==> config.mk <==
export PLATFORM = sky130hd
export DESIGN_NAME = burst_addr_gen
export DESIGN_NICKNAME = d
export VERILOG_FILES = /design/src/rtl/burst_pkg.sv /design/src/rtl/bag_decode.sv /design/src/rtl/bag_offset.sv /design/src/rtl/burst_addr_gen.sv
export SDC_FILE = /design/constraint.sdc
export NUM_CORES = 1
export LEC_CHECK = 0
export BUFFER_PORTS_ARGS = -buffer_cell sky130_fd_sc_hd__buf_4
export CORE_MARGIN = 2
export CORE_UTILIZATION = 44
export DETAILED_ROUTE_END_ITERATION = 12
export GPL_ROUTABILITY_DRIVEN = 1
export PLACE_DENSITY = 0.85
export REMOVE_ABC_BUFFERS = 1
export SYNTH_ARGS = -nofsm -noshare
export SYNTH_HDL_FRONTEND = slang
export SYNTH_SLANG_ARGS = --single-unit
==> constraint.sdc <==
create_clock -name clk -period 3.5 [get_ports clk]
set_input_delay 0.35 -clock clk [delete_from_list [all_inputs] [get_ports clk]]
set_output_delay 0.35 -clock clk [all_outputs]
set_load 0.02 [all_outputs]
==> src/rtl/burst_pkg.sv <==
package burst_pkg;
   // decision taken at each rising edge
   typedef enum logic [1:0] {
      BA_HOLD = 2'd0,
      BA_LOAD = 2'd1,
      BA_STEP = 2'd2
   } ba_act_e;
endpackage

==> src/rtl/bag_decode.sv <==
module bag_decode
   import burst_pkg::*;
(
   input  logic    ld_proc_n,
   input  logic    ld_ctrl_n,
   input  logic    chip_en_n,
   input  logic    adv_n,
   output ba_act_e action
);
   logic proc_hit;
   logic ctrl_hit;

   // processor strobe only counts while the chip is enabled; it wins over ctrl
   assign proc_hit = !ld_proc_n && !chip_en_n;
   assign ctrl_hit = !ld_ctrl_n;

   always_comb begin
      if (proc_hit)
         action = BA_LOAD;
      else if (ctrl_hit)
         action = BA_LOAD;
      else if (!adv_n)
         action = BA_STEP;
      else
         action = BA_HOLD;
   end
endmodule

==> src/rtl/bag_offset.sv <==
module bag_offset #(
   parameter int OFFSET_W = 2
) (
   input  logic [OFFSET_W-1:0] base,
   input  logic [OFFSET_W-1:0] beat,
   input  logic                linear,
   output logic [OFFSET_W-1:0] offset
);
   logic [OFFSET_W-1:0] lin_off;
   logic [OFFSET_W-1:0] ilv_off;

   generate
      if (OFFSET_W < 1) begin : g_bad_w
         $error("bag_offset: OFFSET_W must be at least 1");
      end
   endgenerate

   // linear order: modular add of the beat to the loaded low bits
   assign lin_off = base + beat;

   // interleaved order: bitwise XOR of loaded low bits with the beat
   generate
      for (genvar b = 0; b < OFFSET_W; b++) begin : g_ilv
         assign ilv_off[b] = base[b] ^ beat[b];
      end
   endgenerate

   assign offset = linear ? lin_off : ilv_off;
endmodule

==> src/rtl/burst_addr_gen.sv <==
module burst_addr_gen
   import burst_pkg::*;
#(
   parameter int ADDR_W   = 20,
   parameter int OFFSET_W = 2
) (
   input  logic              clk,
   input  logic              rst_n,
   input  logic              ld_proc_n,
   input  logic              ld_ctrl_n,
   input  logic              chip_en_n,
   input  logic              adv_n,
   input  logic              order_n,
   input  logic [ADDR_W-1:0] addr_in,
   output logic [ADDR_W-1:0] addr_out,
   output logic              burst_act
);
   localparam int UPPER_W = ADDR_W - OFFSET_W;
   localparam logic [OFFSET_W-1:0] LAST_BEAT = '1;
   localparam logic [OFFSET_W-1:0] ONE_BEAT  = OFFSET_W'(1);

   generate
      if (OFFSET_W < 1 || OFFSET_W >= ADDR_W) begin : g_bad_cfg
         $error("burst_addr_gen: need 1 <= OFFSET_W < ADDR_W");
      end
   endgenerate

   ba_act_e             action;
   logic [UPPER_W-1:0]  upper_q;
   logic [OFFSET_W-1:0] base_q;
   logic [OFFSET_W-1:0] off_q;
   logic [OFFSET_W-1:0] beat_q;
   logic [OFFSET_W-1:0] beat_inc;
   logic [OFFSET_W-1:0] step_off;
   logic                act_q;
   logic                lin_sel;

   bag_decode u_dec (
      .ld_proc_n (ld_proc_n),
      .ld_ctrl_n (ld_ctrl_n),
      .chip_en_n (chip_en_n),
      .adv_n     (adv_n),
      .action    (action)
   );

   assign beat_inc = beat_q + ONE_BEAT;
   // a floating order pin resolves to interleaved; only a hard 0 picks linear
   assign lin_sel  = (order_n === 1'b0);

   bag_offset #(.OFFSET_W(OFFSET_W)) u_off (
      .base   (base_q),
      .beat   (beat_inc),
      .linear (lin_sel),
      .offset (step_off)
   );

   always_ff @(posedge clk or negedge rst_n) begin
      if (!rst_n) begin
         upper_q <= '0;
         base_q  <= '0;
         off_q   <= '0;
         beat_q  <= '0;
         act_q   <= 1'b0;
      end else begin
         case (action)
            BA_LOAD: begin
               upper_q <= addr_in[ADDR_W-1:OFFSET_W];
               base_q  <= addr_in[OFFSET_W-1:0];
               off_q   <= addr_in[OFFSET_W-1:0];
               beat_q  <= '0;
               act_q   <= 1'b1;
            end
            BA_STEP: begin
               beat_q <= beat_inc;
               off_q  <= step_off;
               if (beat_q == LAST_BEAT)
                  act_q <= 1'b0;
            end
            default: ;
         endcase
      end
   end

   assign addr_out  = {upper_q, off_q};
   assign burst_act = act_q;

   // ---------------- assertions ----------------
   p_reset_r1: assert property (@(posedge clk)
      !rst_n |=> (!rst_n || (addr_out == '0 && !burst_act) || $past(!ld_proc_n && !chip_en_n)
                  || $past(!ld_ctrl_n) || $past(!adv_n)))
      else $error("p_reset_r1");

   p_proc_load_r2: assert property (@(posedge clk) disable iff (!rst_n)
      (!ld_proc_n && !chip_en_n) |=> (addr_out == $past(addr_in) && burst_act))
      else $error("p_proc_load_r2");

   p_ctrl_load_r3: assert property (@(posedge clk) disable iff (!rst_n)
      !ld_ctrl_n |=> (addr_out == $past(addr_in) && burst_act))
      else $error("p_ctrl_load_r3");

   p_hold_r5: assert property (@(posedge clk) disable iff (!rst_n)
      ((ld_proc_n || chip_en_n) && ld_ctrl_n && adv_n)
      |=> ($stable(addr_out) && $stable(burst_act)))
      else $error("p_hold_r5");

   p_upper_kept_r8: assert property (@(posedge clk) disable iff (!rst_n)
      ((ld_proc_n || chip_en_n) && ld_ctrl_n)
      |=> $stable(addr_out[ADDR_W-1:OFFSET_W]))
      else $error("p_upper_kept_r8");

   p_act_drop_r9: assert property (@(posedge clk) disable iff (!rst_n)
      $fell(burst_act) |-> $past(!adv_n && ld_ctrl_n && (ld_proc_n || chip_en_n)))
      else $error("p_act_drop_r9");
endmodule

==> results_dict.tcl, run 1 <==
set metrics [dict create \
    clock_skew_ns 0.00504 \
    dieArea_mm2 0.00284 \
    die_x_um 53.3 \
    core_region_area_mm2 0.00225 \
    ir_drop_v 0.000347 \
    clockBufferDepth 2 \
    grt_pass1_vias 774 \
    clkPwrFrac_pct 19.4 \
    antenna_found_initial 0 \
    drive_above_1_share_pct 55.9 \
    pwr-share-seq_pct 52.5 \
    via_per_inst 4.83 \
    cts.clk_slew.worst_paths_ns 0.13 \
    final_nets 160 \
    crit_chain "buf_4 > o21ai_0 > or2_2 > ha_1 > mux2_2" \
    start_util_pct 47.3 \
    synth_top_area_cell "dfrtp_1" \
    gp_congestion 0.755 \
    grt.total_usage_pct 15.7 \
    p_sw_uw 188 \
    crit_slowest_cell "ha_1" \
    nFillCells 192 \
    p_sw_share_pct 28.8 \
    critPathMaxStageDelay_ns 0.71 \
    pin_count 48 \
    port_buffers 47 \
    endpoint_kind "flip-flop" \
    maxSlewHeadroom_pct 43.1 \
    antenna_left 0 \
    drc_errors 0 \
    critPathLaunchType "input port" \
    p_comb_share_pct 28.1 \
    use_met1_pct 19.2 \
    leakage_nw 0.726 \
    setup_violations 0 \
    grt_util_met2_pct 26.3 \
    avgSynthCellArea_um2 13.7 \
    wl_mm 1.98 \
    top_usage_layer "met2" \
    cts_root_buffer "clkbuf_4" \
    cap_viol_max_count 0 \
    initialDrtViolationCount 4 \
    clock.fmax_ghz 0.547 \
    post_drt_wl_per_cell_um 12.8 \
    worstSkewPairLatency_ns 0.31 \
    totalNegativeSetupSlack_ns 0 \
    period_share_pct 52.3 \
    post-place-ws_ns 1.28 \
    path_max_fanout 21 \
    crit_required_ns 3.71 \
    path_class "in -> reg" \
    cts_resized 0 \
    diodes 0 \
    grt_setup_unrepaired "no" \
    tightest_slew_ns 0.854 \
    hold_class "in -> reg" \
    p_total_uw 652 \
    synth_top_area_share_pct 58.6 \
    rows 17 \
    netlist_instances 78 \
    layout_common_cells "buf_4 (47), dfrtp_1 (25), mux2_2 (20)" \
    die_h_um 53.3 \
    outcome "complete, no violations" \
    post-route-util_pct 65.1 \
    ys.warnings.count 0 \
    final_common_cell "buf_4" \
    ys_seq_area_share_pct 58.6 \
    hold_violations 0 \
    cts.sinks 25 \
    cts_tree "built" \
    drv_slew 0 \
    htreeDepth 1 \
    firstDrtPassIters 2 \
    yosys-top-cells-area "dfrtp_1 (59%), mux2_2 (21%), ha_1 (5.9%)" \
    vias 748 \
    areaGrowthSynthToFinish_pct 37.5 \
    worst_slack_ns 1.67 \
    grt_max_degree 26 \
    synth_cell_type_count 20 \
    internal_power_uw 465 \
    hpwl_mm 1.54 \
    ys_ff_latch 25 \
    grt_pass1_wl_mm 3.17 \
    worst-endpoint-arrival_ns 2.04 \
    cts_made_buffers 3 \
    power-per-cell-area_mw_per_mm2 445 \
    gr-usage-met3_pct 4.52 \
    grt-ovfl-total 0 \
    fin_crit_ns 1.83 \
    synth_area_mm2 0.00107 \
]
## critical path, delay by kind of cell
| kind | cells | cell delay (ns) |
|---|---|---|
| AND/OR/NAND/NOR | 1 | 0.19 |
| AO/OA/AOI/OAI | 1 | 0.27 |
| adder cells (fa/ha/maj) | 1 | 0.71 |
| buffers and inverters | 1 | 0.11 |
| multiplexers | 1 | 0.41 |
## metrics by stage
step	hold slack (ns)	cell area (um^2)	cells
floorplan	0.0544	1040	75
global placement	0.263	1430	150
detailed placement	0.266	1430	150
CTS	0.249	1470	155
global route	0.232	1470	155
finish	0.256	1470	155
## metal layers
layer,part of all wire [%],vias up
met1,40,352
li1,-,359
met3,8.5,3
met5,0,-
met2,50,34
met4,1.2,0
## flip-flops by register name, summed over array words and instances (netlist names)
register and cells:
burst_act 1, base_q 2, beat_q 2, off_q 2
upper_q 18
## synth_stat cells, drive strengths merged
master,n
dfrtp,25
mux2,20
nand2,6
ha,5
inv,4
o21ai,4
buf,3
nor2,2
a21oi,1
mux2i,1
nand2b,1
nor2b,1
nor3b,1
o22ai,1
or2,1
xnor2,1
xor2,1
## final timing paths
check | startpoint | endpoint | slack, ns | cells after the start
min in group asynchronous | rst_n | burst_act | 0.46 | 2
worst max register to register | beat_q[0] | off_q[1] | 2.21 | 4
max in group asynchronous | rst_n | base_q[0] | 2.80 | 2
worst min-delay path | addr_in[11] | upper_q[9] | 0.26 | 2
worst max-delay path | chip_en_n | upper_q[5] | 1.67 | 5
worst min register to register | off_q[0] | off_q[0] | 0.51 | 2
## cell families after synthesis
group | after synthesis | synth area share (%)
compound gates | 6 | 2.93
xor+xnor | 2 | 1.64
fa+ha+maj | 5 | 5.86
buf+inv | 7 | 3.63
flops | 25 | 58.6
mux | 21 | 22.0
simple gates | 12 | 5.28
## timing repair
action	CTS	global route
hold buffers	1	0
setup buffers	0	0
hold endpoints to repair	25	0
## power by group through the flow
stage          registers [mW]  clock network (mW)  logic, mW
3_5_place_dp            0.349                   0      0.186
2_1_floorplan           0.386                   0     0.0577
4_1_cts                 0.343               0.132      0.187
5_1_grt                 0.347               0.145      0.198
3_3_place_gp            0.347                   0      0.181
6_report                0.342               0.126      0.184
## area by class of cell
cell class                      instances  area (um^2)  share of cell area (%)
Clock buffer                            4         26.3                    1.79
Sequential cell                        25          626                    42.6
Multi-Input combinational cell         46          403                    27.5
Tap cell                               28         35.0                    2.39
Inverter                                4         15.0                    1.02
Timing Repair Buffer                   48          363                    24.7
No activity file was read; power rests on OpenSTA's default activity.
==> run 2, diff against run 1 <==
--- a/config.mk
+++ b/config.mk
@@ -7,10 +7,10 @@
 export LEC_CHECK = 0
 export BUFFER_PORTS_ARGS = -buffer_cell sky130_fd_sc_hd__buf_4
 export CORE_MARGIN = 2
-export CORE_UTILIZATION = 44
+export CORE_UTILIZATION = 41
 export DETAILED_ROUTE_END_ITERATION = 12
 export GPL_ROUTABILITY_DRIVEN = 1
-export PLACE_DENSITY = 0.85
+export PLACE_DENSITY = 0.83
 export REMOVE_ABC_BUFFERS = 1
 export SYNTH_ARGS = -nofsm -noshare
 export SYNTH_HDL_FRONTEND = slang
==> constraint.sdc (replaced) <==
create_clock -name clk -period 1.5 [get_ports clk]
set_input_delay 0.15 -clock clk [delete_from_list [all_inputs] [get_ports clk]]
set_output_delay 0.15 -clock clk [all_outputs]
set_load 0.02 [all_outputs]
==> run 2 against run 1 <==
  * Critical path depth is 1 lower
  * Final cell count rose by 3.2%
  * First-iteration DRC count fell by 75%
  * Power grew 140%
==> results_dict.tcl, run 2 (synthesis results as in run 1) <==
set metrics [dict create \
    initialDrtViolationCount 1 \
    crit_slowest_cell "dfrtp_1" \
    ir_drop_v 0.000725 \
    hold_violations 0 \
    antenna_left 0 \
    clkPwrFrac_pct 20.2 \
    crit_chain "ha_1 > xor2_1 > xnor2_1 > o21ai_1" \
    start_util_pct 43.1 \
    die_x_um 55.0 \
    path_max_fanout 4 \
    htreeDepth 1 \
    endpoint_kind "flip-flop" \
    p_total_mw 1.55 \
    clockBufferDepth 2 \
    drv_slew 0 \
    firstDrtPassIters 3 \
    dieArea_mm2 0.00303 \
    cts_root_buffer "clkbuf_4" \
    largest_reg_flops 18 \
    setup_violations 0 \
    worst-endpoint-arrival_ns 1.51 \
    p_comb_share_pct 28.1 \
    pin_count 48 \
    power-per-cell-area_mw_per_mm2 1040 \
    worstSkewPairLatency_ns 0.33 \
    fin_crit_ns 1.27 \
    antenna_found_initial 0 \
    holdWs_ns 0.0399 \
    grt_pass1_wl_mm 3.20 \
    internal_power_mw 1.09 \
    p_sw_uw 461 \
    grt.total_usage_pct 15.3 \
    maxSlewHeadroom_pct 79.0 \
    layout_common_cells "buf_4 (50), dfrtp_1 (25), mux2_2 (20)" \
    gp_congestion 0.728 \
    grt_max_degree 26 \
    max_flop_register "upper_q" \
    port_buffers 47 \
    rr_startpoint "beat_q[0]" \
    drive_above_1_share_pct 57.7 \
    rows 18 \
    areaGrowthSynthToFinish_pct 40.2 \
    final_nets 163 \
    outcome "complete, no violations" \
    grt_pass1_vias 780 \
    setup.worst_path.end "off_q[1]" \
    reg2reg_depth 4 \
    cts.sinks 25 \
    post_drt_wl_per_cell_um 12.8 \
    grt-ovfl-total 0 \
    cts.clk_slew.worst_paths_ns 0.15 \
    grt_setup_unrepaired "no" \
    cp-startpoint "beat_q[0]" \
    cts_made_buffers 3 \
    worstReg2RegEnd "off_q[1]" \
    pwr-share-seq_pct 51.7 \
    tightest_slew_ns 0.315 \
    hpwl_mm 1.60 \
    wl_mm 2.05 \
    hold_class "in -> reg" \
    post_cts_buffers 0 \
    critPathMaxStageDelay_ns 0.44 \
    cap_viol_max_count 0 \
    clock.fmax_ghz 0.785 \
    critPathLaunchType "flip-flop" \
    leakage_nw 0.739 \
    final_common_cell "buf_4" \
    core_region_area_mm2 0.00248 \
    clock_skew_ns 0.0106 \
    period_share_pct 84.9 \
    drc_errors 0 \
    crit_required_ns 1.73 \
    p_sw_share_pct 29.7 \
    path_class "reg -> reg" \
    reg2reg_slack_ns 0.23 \
    nFillCells 208 \
    die_h_um 55.0 \
    via_per_inst 4.76 \
    vias 761 \
    diodes 0 \
    cts_tree "built" \
]
## run 2: worst min-delay path by stage
stage / startpoint / end / slack [ns] / depth (start not counted)
after floorplan: rst_n / base_q[0] / -0.15 / 0
after global placement: rst_n / upper_q[11] / 0.07 / 1
after detailed placement: rst_n / upper_q[3] / 0.07 / 1
after CTS: addr_in[15] / upper_q[13] / 0.04 / 2
after global routing: addr_in[19] / upper_q[17] / 0.01 / 2
final: addr_in[15] / upper_q[13] / 0.04 / 2
## run 2: repair_timing
action                                 4_1_cts  5_1_grt
endpoints found under the hold margin       25        0
hold buffers                                 1        0
resized for setup                            0        0
## run 2: final cells by class
class	instances	area (um^2)	area share [%]
Clock buffer	3	22.5	1.51
Inverter	4	15.0	1.00
Multi-Input combinational cell	46	403	26.9
Tap cell	30	37.5	2.51
Clock inverter	1	7.51	0.502
Sequential cell	25	626	41.8
Timing Repair Buffer	51	385	25.8
## run 2: per-stage QoR
| step | utilization (%) | instance area, um^2 | TNS (ns) | worst slack [ns] | instances |
|---|---|---|---|---|---|
| CTS | 60.4 | 1500 | 0 | 0.215 | 160 |
| floorplan | - | 1040 | -2.77 | -0.139 | 75 |
| global placement | 58.8 | 1460 | 0 | 0.0712 | 155 |
| global route | 60.4 | 1500 | 0 | 0.146 | 160 |
| finish | 60.4 | 1500 | 0 | 0.226 | 160 |
| detailed placement | 58.8 | 1460 | 0 | 0.0374 | 155 |
## run 2: critical path: cells and delay by family, from the launching register on
kind / cells / cell delay (ns)
AO/OA/AOI/OAI: 1 / 0.08
adder cells (fa/ha/maj): 1 / 0.34
XOR/XNOR: 2 / 0.33
flip-flops: 1 / 0.44
## run 2: power groups by stage
stage / Clock, mW / Sequential [mW] / Combinational [mW]
after floorplan: 0 / 0.900 / 0.135
after detailed placement: 0 / 0.814 / 0.439
final: 0.313 / 0.800 / 0.436
after CTS: 0.322 / 0.803 / 0.441
after global routing: 0.353 / 0.810 / 0.472
after global placement: 0 / 0.809 / 0.430
## run 2: metal layers
metal	vias to the layer above	GRT usage [%]	share of wire, %
met5	-	0	0
met4	0	8.54	1.9
met3	5	3.23	6.1
met2	34	25.6	48
met1	357	18.3	44
li1	365	-	-
==> run 3, diff against run 2 <==
--- a/config.mk
+++ b/config.mk
@@ -5,12 +5,13 @@
 export SDC_FILE = /design/constraint.sdc
 export NUM_CORES = 1
 export LEC_CHECK = 0
+export ABC_AREA = 1
 export BUFFER_PORTS_ARGS = -buffer_cell sky130_fd_sc_hd__buf_4
 export CORE_MARGIN = 2
-export CORE_UTILIZATION = 41
+export CORE_UTILIZATION = 44
 export DETAILED_ROUTE_END_ITERATION = 12
 export GPL_ROUTABILITY_DRIVEN = 1
-export PLACE_DENSITY = 0.83
+export PLACE_DENSITY = 0.84
 export REMOVE_ABC_BUFFERS = 1
 export SYNTH_ARGS = -nofsm -noshare
 export SYNTH_HDL_FRONTEND = slang
==> constraint.sdc (replaced) <==
create_clock -name clk -period 1.2 [get_ports clk]
set_input_delay 0.12 -clock clk [delete_from_list [all_inputs] [get_ports clk]]
set_output_delay 0.12 -clock clk [all_outputs]
set_load 0.02 [all_outputs]
==> run 3 against run 2 <==
  * Via count rose by 5.3%
  * Worst hold slack got worse by 0.0028 ns
  * Sequential share of layout area fell by 1.7 points
  * Critical path depth rose by 4
  * Sequential power rose by 24%
  * Largest power group unchanged
  * Non-clock buffer count rose by 2
  * First-iteration DRC count rose to 4.0 times the previous value
  * Setup slack got worse by 0.21 ns
  * Routed wire length fell by 4.1%
  * Die area fell by 5.1%
  * Clock skew fell by 0.0092 ns
  * Sequential cell count did not move
==> results_dict.tcl, run 3 <==
set metrics [dict create \
    outcome "complete, no violations" \
    endpoint_kind "flip-flop" \
    path_buf_inv 1 \
    ys_ff_latch 25 \
    setup_violations 0 \
    crit_slowest_cell "dfrtp_1" \
    ys_top_cells_by_count "dfrtp_1 (25), mux2_2 (18), nand2_1 (12)" \
    crit_chain "ha_4 > inv_2 > nand2_1 > nand2_1 > nand2_1 > nand3_1 > nand2_1 > nand2_1" \
    ys_seq_area_share_pct 57.8 \
    worstSkewPairLatency_ns 0.30 \
    drv_slew 0 \
    grt_pass1_wl_mm 3.14 \
    wl_mm 1.96 \
    cts_root_buffer "clkbuf_4" \
    cts_made_buffers 3 \
    post_cts_buffers 0 \
    top_usage_layer "met2" \
    drc_errors 0 \
    netlist_instances 90 \
    clockBufferDepth 2 \
    ir_drop_v 0.000980 \
    synth_edf_count 0 \
    cap_viol_max_count 0 \
    antenna_found_initial 0 \
    post_drt_wl_per_cell_um 11.4 \
    clock.fmax_ghz 0.843 \
    synth_cell_type_count 13 \
    fin_crit_ns 1.19 \
    final_common_cell "buf_4" \
    gp_congestion 0.761 \
    post-place-ws_ns -0.234 \
    hold_class "in -> reg" \
    path_max_fanout 3 \
    htreeDepth 1 \
    areaGrowthSynthToFinish_pct 44.0 \
    critPathTopFamily "flip-flops" \
    grt_util_met2_pct 27.4 \
    p_sw_uw 549 \
    worst-endpoint-arrival_ns 1.40 \
    power-per-cell-area_mw_per_mm2 1230 \
    initialDrtViolationCount 4 \
    cts_tree "built" \
    dieArea_mm2 0.00287 \
    max_flop_register "upper_q" \
    pin_count 48 \
    synth_top_area_cell "dfrtp_1" \
    antenna_left 0 \
    crit_required_ns 1.41 \
    critPathMaxStageDelay_ns 0.43 \
    seqCellArea_um2 626 \
    grt_setup_unrepaired "yes" \
    finalInstanceArea_mm2 0.00156 \
    port_buffers 47 \
    hpwl_mm 1.55 \
    gr-usage-met3_pct 3.89 \
    synth_top_area_share_pct 57.8 \
    vias 801 \
    final_nets 178 \
    rows 17 \
    largest_reg_flops 18 \
    internal_power_mw 1.38 \
    clock_skew_ns 0.00143 \
    cts.clk_slew.worst_paths_ns 0.12 \
    avgSynthCellArea_um2 12.0 \
    core_region_area_mm2 0.00228 \
    die_h_um 53.6 \
    synth_area_mm2 0.00108 \
    totalNegativeSetupSlack_ns 0 \
    maxSlewHeadroom_pct 79.4 \
    leakage_nw 0.791 \
    period_share_pct 98.9 \
    critPathLaunchType "flip-flop" \
    grt-ovfl-total 0 \
    clkPwrFrac_pct 18.5 \
    grt_max_degree 26 \
    tightest_slew_ns 0.309 \
    die_x_um 53.6 \
    yosys-top-cells-area "dfrtp_1 (58%), mux2_2 (19%), ha_1 (5.8%)" \
    pwr-share-seq_pct 51.7 \
    path_class "reg -> reg" \
    worst_slack_ns 0.0133 \
    grt.total_usage_pct 15.7 \
    synthMostInstantiatedCell "dfrtp_1" \
    via_per_inst 4.63 \
    ys_async_sr_fraction_pct 100 \
    hold_violations 0 \
    start_util_pct 47.6 \
    diodes 0 \
    multi_input_area_um2 405 \
    postPlaceCellArea_mm2 0.00151 \
    cts.sinks 25 \
    ys.warnings.count 0 \
    synth_ff_type "dfrtp_1" \
    use_met1_pct 18.9 \
    p_comb_share_pct 29.8 \
    drive_above_1_share_pct 51.7 \
    firstDrtPassIters 3 \
    p_sw_share_pct 28.5 \
    cp_common_cell "nand2_1" \
    layout_common_cells "buf_4 (50), dfrtp_1 (25), mux2_2 (18)" \
    nFillCells 176 \
    grt_pass1_vias 735 \
]
run 3: layout make-up:
type / count / share of cell area (%)
flip-flops and latches: 25 / 40.1
repair buffers: 53 / 27.3
multi-input cells: 52 / 26.0
inverters: 11 / 2.65
well taps: 28 / 2.25
clock buffers: 4 / 1.69
run 3: power by group through the flow:
stage / combinational [mW] / clock, mW / sequential (mW)
final: 0.574 / 0.355 / 0.996
after global routing: 0.622 / 0.413 / 1.01
after detailed placement: 0.575 / 0 / 1.01
after global placement: 0.563 / 0 / 1.01
after floorplan: 0.168 / 0 / 1.12
after CTS: 0.581 / 0.377 / 0.998
run 3: metal layers:
layer,vias up,part of all wire (%)
li1,406,-
met1,365,42
met2,30,51
met3,0,6.9
met4,0,0
met5,-,0
run 3: per-stage QoR:
stage | power (mW) | hold WS (ns) | util (%) | cells
after CTS | 1.96 | 0.0241 | 68.5 | 173
after detailed placement | 1.59 | 0.0409 | 66.4 | 168
after global routing | 2.05 | 0.0158 | 68.5 | 173
after global placement | 1.57 | 0.0352 | 66.4 | 168
after floorplan | 1.29 | -0.176 | - | 88
final | 1.92 | 0.0371 | 68.5 | 173
run 3: path summary, 6_finish.rpt:
check                      startpoint          end  slack, ns  cells after the start
min in group asynchronous       rst_n     off_q[0]       0.23                      2
max in group asynchronous       rst_n  upper_q[10]       0.73                      2
setup reg to reg            beat_q[0]     off_q[1]       0.01                      8
setup / recovery            beat_q[0]     off_q[1]       0.01                      8
hold reg to reg              off_q[1]     off_q[1]       0.49                      2
hold / removal             addr_in[3]   upper_q[1]       0.04                      2
run 3: kinds of logic (layout without fill, tap and decap cells):
group	Yosys count	after routing	synth area share (%)
flip-flops	25	25	57.8
AND/OR/NAND/NOR	23	23	8.44
multiplexers	18	18	18.7
buffers and inverters	13	68	5.90
AO/OA/AOI/OAI	6	6	3.35
adder cells (fa/ha/maj)	5	5	5.78
run 3: what timing repair did:
action,in CTS,in global routing
endpoints found under the hold margin,25,0
hold buffers,1,0
endpoints found under the setup margin,1,2
pin swaps,1,0
resized for setup,1,1
